## src/rtl/spec_ctl_pkg.sv

```systemverilog
package spec_ctl_pkg;

  localparam int DATA_W = 64;
  localparam int IDX_W  = 12;
  localparam int CTRL_W = 3;
  localparam int FEAT_N = 5;
  localparam int ID_W   = 32;

  // feature configuration slots
  localparam int F_BRANCH = 0;
  localparam int F_THREAD = 1;
  localparam int F_FLUSH  = 2;
  localparam int F_CAP    = 3;
  localparam int F_BYPASS = 4;

  localparam logic [IDX_W-1:0] IDX_CTRL    = 12'h048;
  localparam logic [IDX_W-1:0] IDX_BARRIER = 12'h049;
  localparam logic [IDX_W-1:0] IDX_CAP     = 12'h10A;
  localparam logic [IDX_W-1:0] IDX_FLUSH   = 12'h10B;

  typedef enum logic [1:0] {K_NONE, K_CTRL, K_BARRIER, K_FLUSH} kind_e;

  // strobes from the sequencer to the datapath
  typedef struct packed {
    logic latch;
    logic ctrlLoad;
    logic barrierFire;
    logic flushFire;
    logic respond;
    logic respErr;
    logic respRead;
  } strb_t;

  // feature slot reported at a given identification bit, -1 if none
  function automatic int featAt(int bitPos);
    case (bitPos)
      26:      return F_BRANCH;
      27:      return F_THREAD;
      28:      return F_FLUSH;
      29:      return F_CAP;
      31:      return F_BYPASS;
      default: return -1;
    endcase
  endfunction

  // feature slot that gates a control register bit
  function automatic int ctrlFeat(int b);
    case (b)
      0:       return F_BRANCH;
      1:       return F_THREAD;
      default: return F_BYPASS;
    endcase
  endfunction

endpackage

```

## src/rtl/spec_ctl_decode.sv

```systemverilog
module spec_ctl_decode
  import spec_ctl_pkg::*;
#(
  parameter int DW = DATA_W,
  parameter int IW = IDX_W,
  parameter int CW = CTRL_W,
  parameter int FN = FEAT_N
) (
  input  logic          reqWrite,
  input  logic [IW-1:0] reqIndex,
  input  logic [DW-1:0] reqData,
  input  logic [FN-1:0] featEn,
  output kind_e         reqKind,
  output logic          reqErr,
  output logic          readCap,
  output logic          fireBit
);

  logic [CW-1:0] ctrlMask;
  logic [DW-1:0] ctrlAllow;
  logic [DW-1:0] cmdAllow;
  logic          ctrlBad;
  logic          cmdBad;
  logic          ctrlPresent;

  for (genvar b = 0; b < CW; b++) begin : g_mask
    assign ctrlMask[b] = featEn[ctrlFeat(b)];
  end

  assign ctrlAllow   = DW'(ctrlMask);
  assign cmdAllow    = DW'(1);
  assign ctrlBad     = |(reqData & ~ctrlAllow);
  assign cmdBad      = |(reqData & ~cmdAllow);
  assign ctrlPresent = |ctrlMask;
  assign fireBit     = reqData[0];

  always_comb begin
    reqKind = K_NONE;
    reqErr  = 1'b1;
    readCap = 1'b0;
    case (reqIndex)
      IDX_CTRL: begin
        reqKind = K_CTRL;
        reqErr  = !ctrlPresent || (reqWrite && ctrlBad);
      end
      IDX_BARRIER: begin
        reqKind = K_BARRIER;
        reqErr  = !reqWrite || !featEn[F_BRANCH] || cmdBad;
      end
      IDX_FLUSH: begin
        reqKind = K_FLUSH;
        reqErr  = !reqWrite || !featEn[F_FLUSH] || cmdBad;
      end
      IDX_CAP: begin
        readCap = 1'b1;
        reqErr  = reqWrite || !featEn[F_CAP];
      end
      default: begin
        reqKind = K_NONE;
        reqErr  = 1'b1;
      end
    endcase
  end

endmodule

```

## src/rtl/spec_ctl_seq.sv

```systemverilog
module spec_ctl_seq
  import spec_ctl_pkg::*;
(
  input  logic  clk,
  input  logic  rstN,
  input  logic  reqValid,
  input  logic  reqWrite,
  input  kind_e reqKind,
  input  logic  reqErr,
  input  logic  fireBit,
  input  logic  pipeEmpty,
  input  logic  barrierAck,
  input  logic  flushAck,
  output logic  reqReady,
  output logic  drainReq,
  output logic  issueHold,
  output strb_t strb
);

  typedef enum logic [1:0] {S_IDLE, S_DRAIN, S_EXEC, S_WAIT} state_e;

  state_e state, stateNext;
  kind_e  pendKind;
  logic   pendFire;
  logic   ackNow;

  assign ackNow = (pendKind == K_BARRIER) ? barrierAck : flushAck;

  always_comb begin
    strb      = '0;
    stateNext = state;
    case (state)
      S_IDLE: begin
        if (reqValid) begin
          if (!reqWrite || reqErr) begin
            strb.respond  = 1'b1;
            strb.respErr  = reqErr;
            strb.respRead = !reqWrite && !reqErr;
          end else begin
            strb.latch = 1'b1;
            stateNext  = S_DRAIN;
          end
        end
      end
      S_DRAIN: begin
        if (pipeEmpty) stateNext = S_EXEC;
      end
      S_EXEC: begin
        case (pendKind)
          K_CTRL: begin
            strb.ctrlLoad = 1'b1;
            strb.respond  = 1'b1;
            stateNext     = S_IDLE;
          end
          K_BARRIER, K_FLUSH: begin
            if (pendFire) begin
              strb.barrierFire = (pendKind == K_BARRIER);
              strb.flushFire   = (pendKind == K_FLUSH);
              stateNext        = S_WAIT;
            end else begin
              strb.respond = 1'b1;
              stateNext    = S_IDLE;
            end
          end
          default: begin
            strb.respond = 1'b1;
            stateNext    = S_IDLE;
          end
        endcase
      end
      S_WAIT: begin
        if (ackNow) begin
          strb.respond = 1'b1;
          stateNext    = S_IDLE;
        end
      end
      default: stateNext = S_IDLE;
    endcase
  end

  always_ff @(posedge clk) begin
    if (!rstN) begin
      state    <= S_IDLE;
      pendKind <= K_NONE;
      pendFire <= 1'b0;
    end else begin
      state <= stateNext;
      if (strb.latch) begin
        pendKind <= reqKind;
        pendFire <= fireBit;
      end
    end
  end

  assign reqReady  = (state == S_IDLE);
  assign drainReq  = (state == S_DRAIN);
  assign issueHold = (state != S_IDLE);

endmodule

```

## src/rtl/spec_ctl_dpath.sv

```systemverilog
module spec_ctl_dpath
  import spec_ctl_pkg::*;
#(
  parameter int DW = DATA_W,
  parameter int CW = CTRL_W,
  parameter int FN = FEAT_N,
  parameter int IDW = ID_W
) (
  input  logic           clk,
  input  logic           rstN,
  input  strb_t          strb,
  input  logic [CW-1:0]  wrBits,
  input  logic           readCap,
  input  logic [DW-1:0]  capWord,
  input  logic [FN-1:0]  featEn,
  output logic [CW-1:0]  ctrlBits,
  output logic           rspValid,
  output logic           rspErr,
  output logic [DW-1:0]  rspData,
  output logic           barrierPulse,
  output logic           flushPulse,
  output logic [IDW-1:0] idFeatWord
);

  logic [CW-1:0] ctrlReg;
  logic [CW-1:0] pendBits;
  logic [DW-1:0] rdVal;

  assign rdVal = readCap ? capWord : DW'(ctrlReg);

  always_ff @(posedge clk) begin
    if (!rstN) begin
      ctrlReg  <= '0;
      pendBits <= '0;
      rspValid <= 1'b0;
      rspErr   <= 1'b0;
      rspData  <= '0;
    end else begin
      if (strb.latch)    pendBits <= wrBits;
      if (strb.ctrlLoad) ctrlReg  <= pendBits;
      rspValid <= strb.respond;
      rspErr   <= strb.respond && strb.respErr;
      rspData  <= (strb.respond && strb.respRead) ? rdVal : '0;
    end
  end

  assign ctrlBits     = ctrlReg;
  assign barrierPulse = strb.barrierFire;
  assign flushPulse   = strb.flushFire;

  for (genvar g = 0; g < IDW; g++) begin : g_id
    if (featAt(g) >= 0) begin : g_on
      assign idFeatWord[g] = featEn[featAt(g)];
    end else begin : g_off
      assign idFeatWord[g] = 1'b0;
    end
  end

endmodule

```

## src/rtl/spec_ctl_unit.sv

```systemverilog
module spec_ctl_unit
  import spec_ctl_pkg::*;
(
  input  logic              clk,
  input  logic              rstN,
  input  logic [FEAT_N-1:0] featEn,
  input  logic [DATA_W-1:0] capWord,
  output logic [ID_W-1:0]   idFeatWord,
  input  logic              reqValid,
  input  logic              reqWrite,
  input  logic [IDX_W-1:0]  reqIndex,
  input  logic [DATA_W-1:0] reqData,
  output logic              reqReady,
  output logic              rspValid,
  output logic              rspErr,
  output logic [DATA_W-1:0] rspData,
  output logic              drainReq,
  input  logic              pipeEmpty,
  output logic              issueHold,
  output logic              barrierPulse,
  input  logic              barrierAck,
  output logic              flushPulse,
  input  logic              flushAck,
  output logic [CTRL_W-1:0] ctrlBits
);

  kind_e reqKind;
  logic  reqErr;
  logic  readCap;
  logic  fireBit;
  strb_t strb;

  spec_ctl_decode #(
    .DW(DATA_W), .IW(IDX_W), .CW(CTRL_W), .FN(FEAT_N)
  ) dec_i (
    .reqWrite(reqWrite),
    .reqIndex(reqIndex),
    .reqData (reqData),
    .featEn  (featEn),
    .reqKind (reqKind),
    .reqErr  (reqErr),
    .readCap (readCap),
    .fireBit (fireBit)
  );

  spec_ctl_seq seq_i (
    .clk       (clk),
    .rstN      (rstN),
    .reqValid  (reqValid),
    .reqWrite  (reqWrite),
    .reqKind   (reqKind),
    .reqErr    (reqErr),
    .fireBit   (fireBit),
    .pipeEmpty (pipeEmpty),
    .barrierAck(barrierAck),
    .flushAck  (flushAck),
    .reqReady  (reqReady),
    .drainReq  (drainReq),
    .issueHold (issueHold),
    .strb      (strb)
  );

  spec_ctl_dpath #(
    .DW(DATA_W), .CW(CTRL_W), .FN(FEAT_N), .IDW(ID_W)
  ) dp_i (
    .clk         (clk),
    .rstN        (rstN),
    .strb        (strb),
    .wrBits      (reqData[CTRL_W-1:0]),
    .readCap     (readCap),
    .capWord     (capWord),
    .featEn      (featEn),
    .ctrlBits    (ctrlBits),
    .rspValid    (rspValid),
    .rspErr      (rspErr),
    .rspData     (rspData),
    .barrierPulse(barrierPulse),
    .flushPulse  (flushPulse),
    .idFeatWord  (idFeatWord)
  );

endmodule

```

## config.mk

```make
export PLATFORM = sky130hd
export DESIGN_NAME = spec_ctl_unit
export DESIGN_NICKNAME = d
export VERILOG_FILES = /design/src/rtl/spec_ctl_pkg.sv /design/src/rtl/spec_ctl_decode.sv /design/src/rtl/spec_ctl_seq.sv /design/src/rtl/spec_ctl_dpath.sv /design/src/rtl/spec_ctl_unit.sv
export SDC_FILE = /design/constraint.sdc
export NUM_CORES = 1
export LEC_CHECK = 0
export BUFFER_PORTS_ARGS = -buffer_cell sky130_fd_sc_hd__buf_2
export CAP_MARGIN = 10
export CORE_AREA = 2 2 100 102
export CTS_BUF_LIST = sky130_fd_sc_hd__clkbuf_8
export DETAILED_ROUTE_END_ITERATION = 6
export DIE_AREA = 0 0 102 104
export PLACE_DENSITY_LB_ADDON = 0.08
export SLEW_MARGIN = 5
export SYNTH_ARGS = -nofsm -noshare
export SYNTH_HDL_FRONTEND = slang
export SYNTH_HIERARCHICAL = 1
export SYNTH_SLANG_ARGS = --single-unit
```

## constraint.sdc

```tcl
create_clock -name clk -period 2.7 [get_ports clk]
set_input_delay 0.54 -clock clk [delete_from_list [all_inputs] [get_ports clk]]
set_output_delay 0.54 -clock clk [all_outputs]
set_load 0.02 [all_outputs]
```

### After elaboration in Yosys (flattened, before gate mapping)

Cells that the tools add are included.

| word-level totals | value |
|---|---|
| bits in writable memories | 0 |
| bits of input ports | 152 |
| ROM bits | 0 |
| bits in registers | 77 |
| logic and storage cells | 77 |
| latch bits | 0 |
| memories kept | 0 |

| cells by class | value |
|---|---|
| add/sub/neg operators | 0 |
| equal/unequal tests | 14 |
| bitwise gates (word level) | 2 |
| shifts and indexed selects | 0 |
| div/mod/pow operators | 0 |
| $mul | 0 |
| multiplexer cells | 26 |
| $lt $le $gt $ge | 0 |
| reductions and logical operators | 26 |

Operators by type and width:

| cell | count |
|---|---|
| 64-bit AND | 1 |
| 3-bit inverter with 64-bit output | 1 |
| 64-bit OR reduction | 1 |
| 63-bit OR reduction | 1 |
| 12-bit by 7-bit equality test with 1-bit output, second input constant | 2 |
| 12-bit by 9-bit equality test with 1-bit output, second input constant | 2 |
| 2-bit 2-to-1 mux | 9 |
| 3-bit 2-to-1 mux | 4 |
| 1-bit 2-to-1 mux | 9 |
| 2-bit equality test, second input constant | 4 |
| 2-bit one-hot mux with 4 select lines | 1 |
| 1-bit logical OR | 7 |
| 1-bit logical NOT | 6 |
| 2-bit one-hot mux with 3 select lines | 1 |
| 2-bit by 1-bit equality test with 1-bit output, second input constant | 2 |
| 1-bit logical AND | 4 |
| 2-bit by 1-bit inequality test with 1-bit output, second input constant | 2 |
| 2-bit inequality test, second input constant | 2 |
| 1-bit one-hot mux with 4 select lines | 1 |
| 4-bit AND reduction | 1 |
| 1-bit one-hot mux with 3 select lines | 1 |
| 3-bit AND reduction | 1 |
| 3-bit OR reduction | 1 |
| 2-bit logical NOT | 1 |
| other kinds (3) | 3 |

### Logic depth before layout (Yosys ltp)

| depth | value |
|---|---|
| depth after elaboration | 13 |
| gate-level depth with buffers | 12 |
| depth with buffers taken out | 10 |

### By module

The synthesis kept the hierarchy.

By module, submodules not included:

| module | sequential area each (um^2) | instances | cells each | area each (um^2) |
|---|---|---|---|---|
| spec_ctl_dpath | 1441.4 | 1 | 197 | 2326.0 |
| spec_ctl_seq | 100.1 | 1 | 45 | 355.3 |
| spec_ctl_decode | 0.0 | 1 | 47 | 335.3 |

### Least setup slack after synthesis

No wires, ideal clock.

| timing path | value |
|---|---|
| path type | in2reg |
| start | input reqIndex[5] |
| end | register dp_i.rspData[10] |
| stages | 12 |
| buffers on the path | 2 |
| required time | 2.585 ns |
| data arrival time | 2.366 ns |
| slack | 0.219 ns |
| path through | nor4_4 > nand2_2 > nor3_2 > a41o_1 > a22oi_1 > nand2b_1 > a22oi_1 > o2bb2ai_1 > and4_1 > buf_6 > buf_6 > and2_1 |

RTL lines:

| element | line | source |
|---|---|---|
| start: declaration | spec_ctl_unit.sv:11 | `input logic [IDX_W-1:0] reqIndex,` |
| end signal: assignment | spec_ctl_dpath.sv:43 | `rspData <= (strb.respond && strb.respRead) ? rdVal : '0;` |
| end: declaration | spec_ctl_dpath.sv:19 | `output logic [DW-1:0] rspData,` |

==> results.yml <==
status:
  outcome: "finished clean"
setup_path:
  startpoint: "reqData[15]"
  worstPathArrival_ps: 2670
  r2r_cells: 6
  start_kind: "input port"
  reg2reg_slack_ps: 980
  timing.rr.start: "seq_i/pendKind[0]"
  r2r-end: "dp_i/rspData[47]"
  cp_max_fo: 61
  critical_path_class: "in2reg"
  required_ps: 2940
  critical_path.endpoint_type: "flip-flop"
logic_synthesis:
  synth.distinct_cells: 39
  yosys.area_share.simple: 0.2883
  ys_seq_elements: 77
  syn-instance-count: 289
  synth.top_cells.by_count: "77 x dfxtp_1, 63 x and2_1, 35 x buf_4, 16 x nor4_1, 13 x mux2i_1"
  synth-adder-area-share: 0
  synth_top_family_by_area: "simple AND/OR/NAND/NOR gates"
  synth_area_leaders: "dfxtp_1 51%, and2_1 13%, buf_4 8.7%"
  synth_mux_area_frac: 0.04687
  synth_seq_area_share: 0.5110
  yosys_most_used_dff: "dfxtp_1"
  yosys_warnings: 6
  syn_avg_cell_area_sq_um: 10.44
  synth-compound-area-share: 0.03069
  yosysMostFrequentCell: "dfxtp_1"
  synth_top_area_cell: "dfxtp_1"
  async_flop_share: 0
  syn-cell-area_sq_mm: 0.003017
  synthXorXnorAreaFrac: 0
  synth_edf_count: 0
  synth.top_cell.area_share: 0.5110
cts:
  numCtsBuffers: 9
  cts_buffer_depth: 2
  cts_tree: "built"
  post_cts_buffers: 0
  clock_latency_ps: 350
  cts_root_buffer: "clkbuf_8"
  cts_sinks: 77
  ctsResizeCount: 0
  h-tree-depth: 3
  hold_buffers: 0
  clkSlewWorstSetupHoldPaths_ps: 80
route:
  routed_via_density: 4.068
  finalWirelength_mm: 8.053
  ant_nets: 0
  via_count: 2693
  routedWlPerCell_um: 12.16
  drt-initial-drc-count: 64
  drtPass1Iterations: 4
  route.detailed.drc: 0
cells_and_area:
  multi_input_area_sq_mm: 0.001211
  nFillCells: 992
  regArea_sq_mm: 0.001541
  fin_util: 0.4590
  area_growth_pct: 45.29
  nNetsFinal: 676
  drive_above_1_share: 0.5047
  n_antenna_cell: 0
place:
  numPortBuffers: 230
  gp_congestion: 0.7718
  pre_cts_ws_ps: -176.4
  place_hpwl_mm: 6.618
grt:
  grt_pass1_vias: 2665
  grt_pass1_wl_mm: 12.44
  grtUsageTotal: 0.1526
  antenna_found_initial: 0
  grt-ovfl-total: 0
  grt_max_degree: 62
die:
  die_w_um: 102
  die_area_sq_mm: 0.01061
  die_h_um: 104
  rows: 36
  start_util: 0.3159
  coreArea_sq_mm: 0.009549
  io_pins: 258
timing:
  fin_setup_tns_ps: 0
  fin_crit_sh: 0.8977
  hold_ws_ps: 385.3
  period_minus_slack_ps: 2424
  slew_violations: 0
  max_freq_ghz: 0.4126
  rsz0062_at_grt: "false"
  finalHoldViolations: 0
  setup_viol: 0
  clock_skew_ps: 9.989
  setup_slack_ps: 276.2
hold_path:
  hp-start: "capWord[13]"
  min_path_type: "in2reg"
  hold-path-endpoint: "dp_i/rspData[13]"
  min_path_cells: 2
pwr:
  leakagePower_uw: 0.002246
  vdd_drop_max_mv: 0.2484
  p_total_uw: 2195
  power.density_mw_per_mm2: 500.9
job:
  cap_violations: 0
==> layer usage <==
metal  track usage  vias up  part of all wire
met5             0        -                 0
met4       0.05810        0             0.018
met3       0.04772       11             0.090
met2        0.2754      145              0.51
met1        0.1625     1165              0.38
li1              -     1372                 -
==> layout make-up <==
class / instances / area share
clock inverters: 6 / 0.01399
well taps: 133 / 0.03797
inverters: 3 / 0.002569
flip-flops and latches: 77 / 0.3517
clock buffers: 10 / 0.03140
repair buffers: 242 / 0.2860
multi-input cells: 191 / 0.2763
==> how the worst max path moves through the flow <==
stage                        to  slack (ps)  cells after the start
2_1_floorplan  dp_i/rspData[10]         220                     12
3_3_place_gp   dp_i/rspData[17]        -140                     10
3_5_place_dp    dp_i/rspData[4]        -180                     10
4_1_cts        dp_i/rspData[30]         200                     10
5_1_grt        dp_i/rspData[48]          50                     12
6_report       dp_i/rspData[47]         280                     12
==> power by group <==
| part | internal, uW | switching (uW) | leakage, uW |
|---|---|---|---|
| logic | 98.3 | 96.0 | 0.00152 |
| clock network | 450 | 415 | 0.000102 |
| registers | 1140 | 0.462 | 0.000620 |
| total | 1680 | 511 | 0.00225 |
==> cells in the final DEF, fill, tap and decap left out, drive strengths merged, types with 2 or more instances in the layout <==
cell type / n
clkbuf: 10
nor3: 5
nand2: 11
nand2b: 4
mux2i: 13
dfxtp: 77
nor2b: 10
a22oi: 3
nand4: 5
nand3: 3
buf: 242
inv: 4
and2: 63
clkinv: 3
nor4: 17
conb: 27
nor3b: 3
nor2: 10
and3: 2
==> registers in the layout, indices dropped and copies added (netlist names) <==
name / cells
dp_i/rspData: 64
dp_i/ctrlBits: 3
dp_i/pendBits: 3
seq_i/pendKind: 2
seq_i/state: 2
dp_i/rspErr: 1
dp_i/rspValid: 1
seq_i/pendFire: 1
==> per-stage QoR <==
stage	cells	instance area, sq um
2_1_floorplan	315	3114
3_3_place_gp	646	4178
3_5_place_dp	646	4178
4_1_cts	662	4377
5_1_grt	662	4383
6_report	662	4383
==> worst max-delay path, cell delays in order <==
cell	delay (ps)
buf_2	100
nor4_1	290
buf_4	150
nand4_1	100
nor4_1	290
a22oi_1	140
nand2b_1	190
a22oi_1	170
o2bb2ai_1	110
and4_1	220
buf_12	180
and2_1	180
==> kinds of logic (layout without fill, tap and decap cells) <==
group,Yosys count,count (layout)
AOI/OAI and AO/OA,12,12
buffers and inverters,47,261
DFF,77,77
muxes,14,14
other,1,27
and+or+nand+nor,138,138
(Power assumes the default switching activity.)
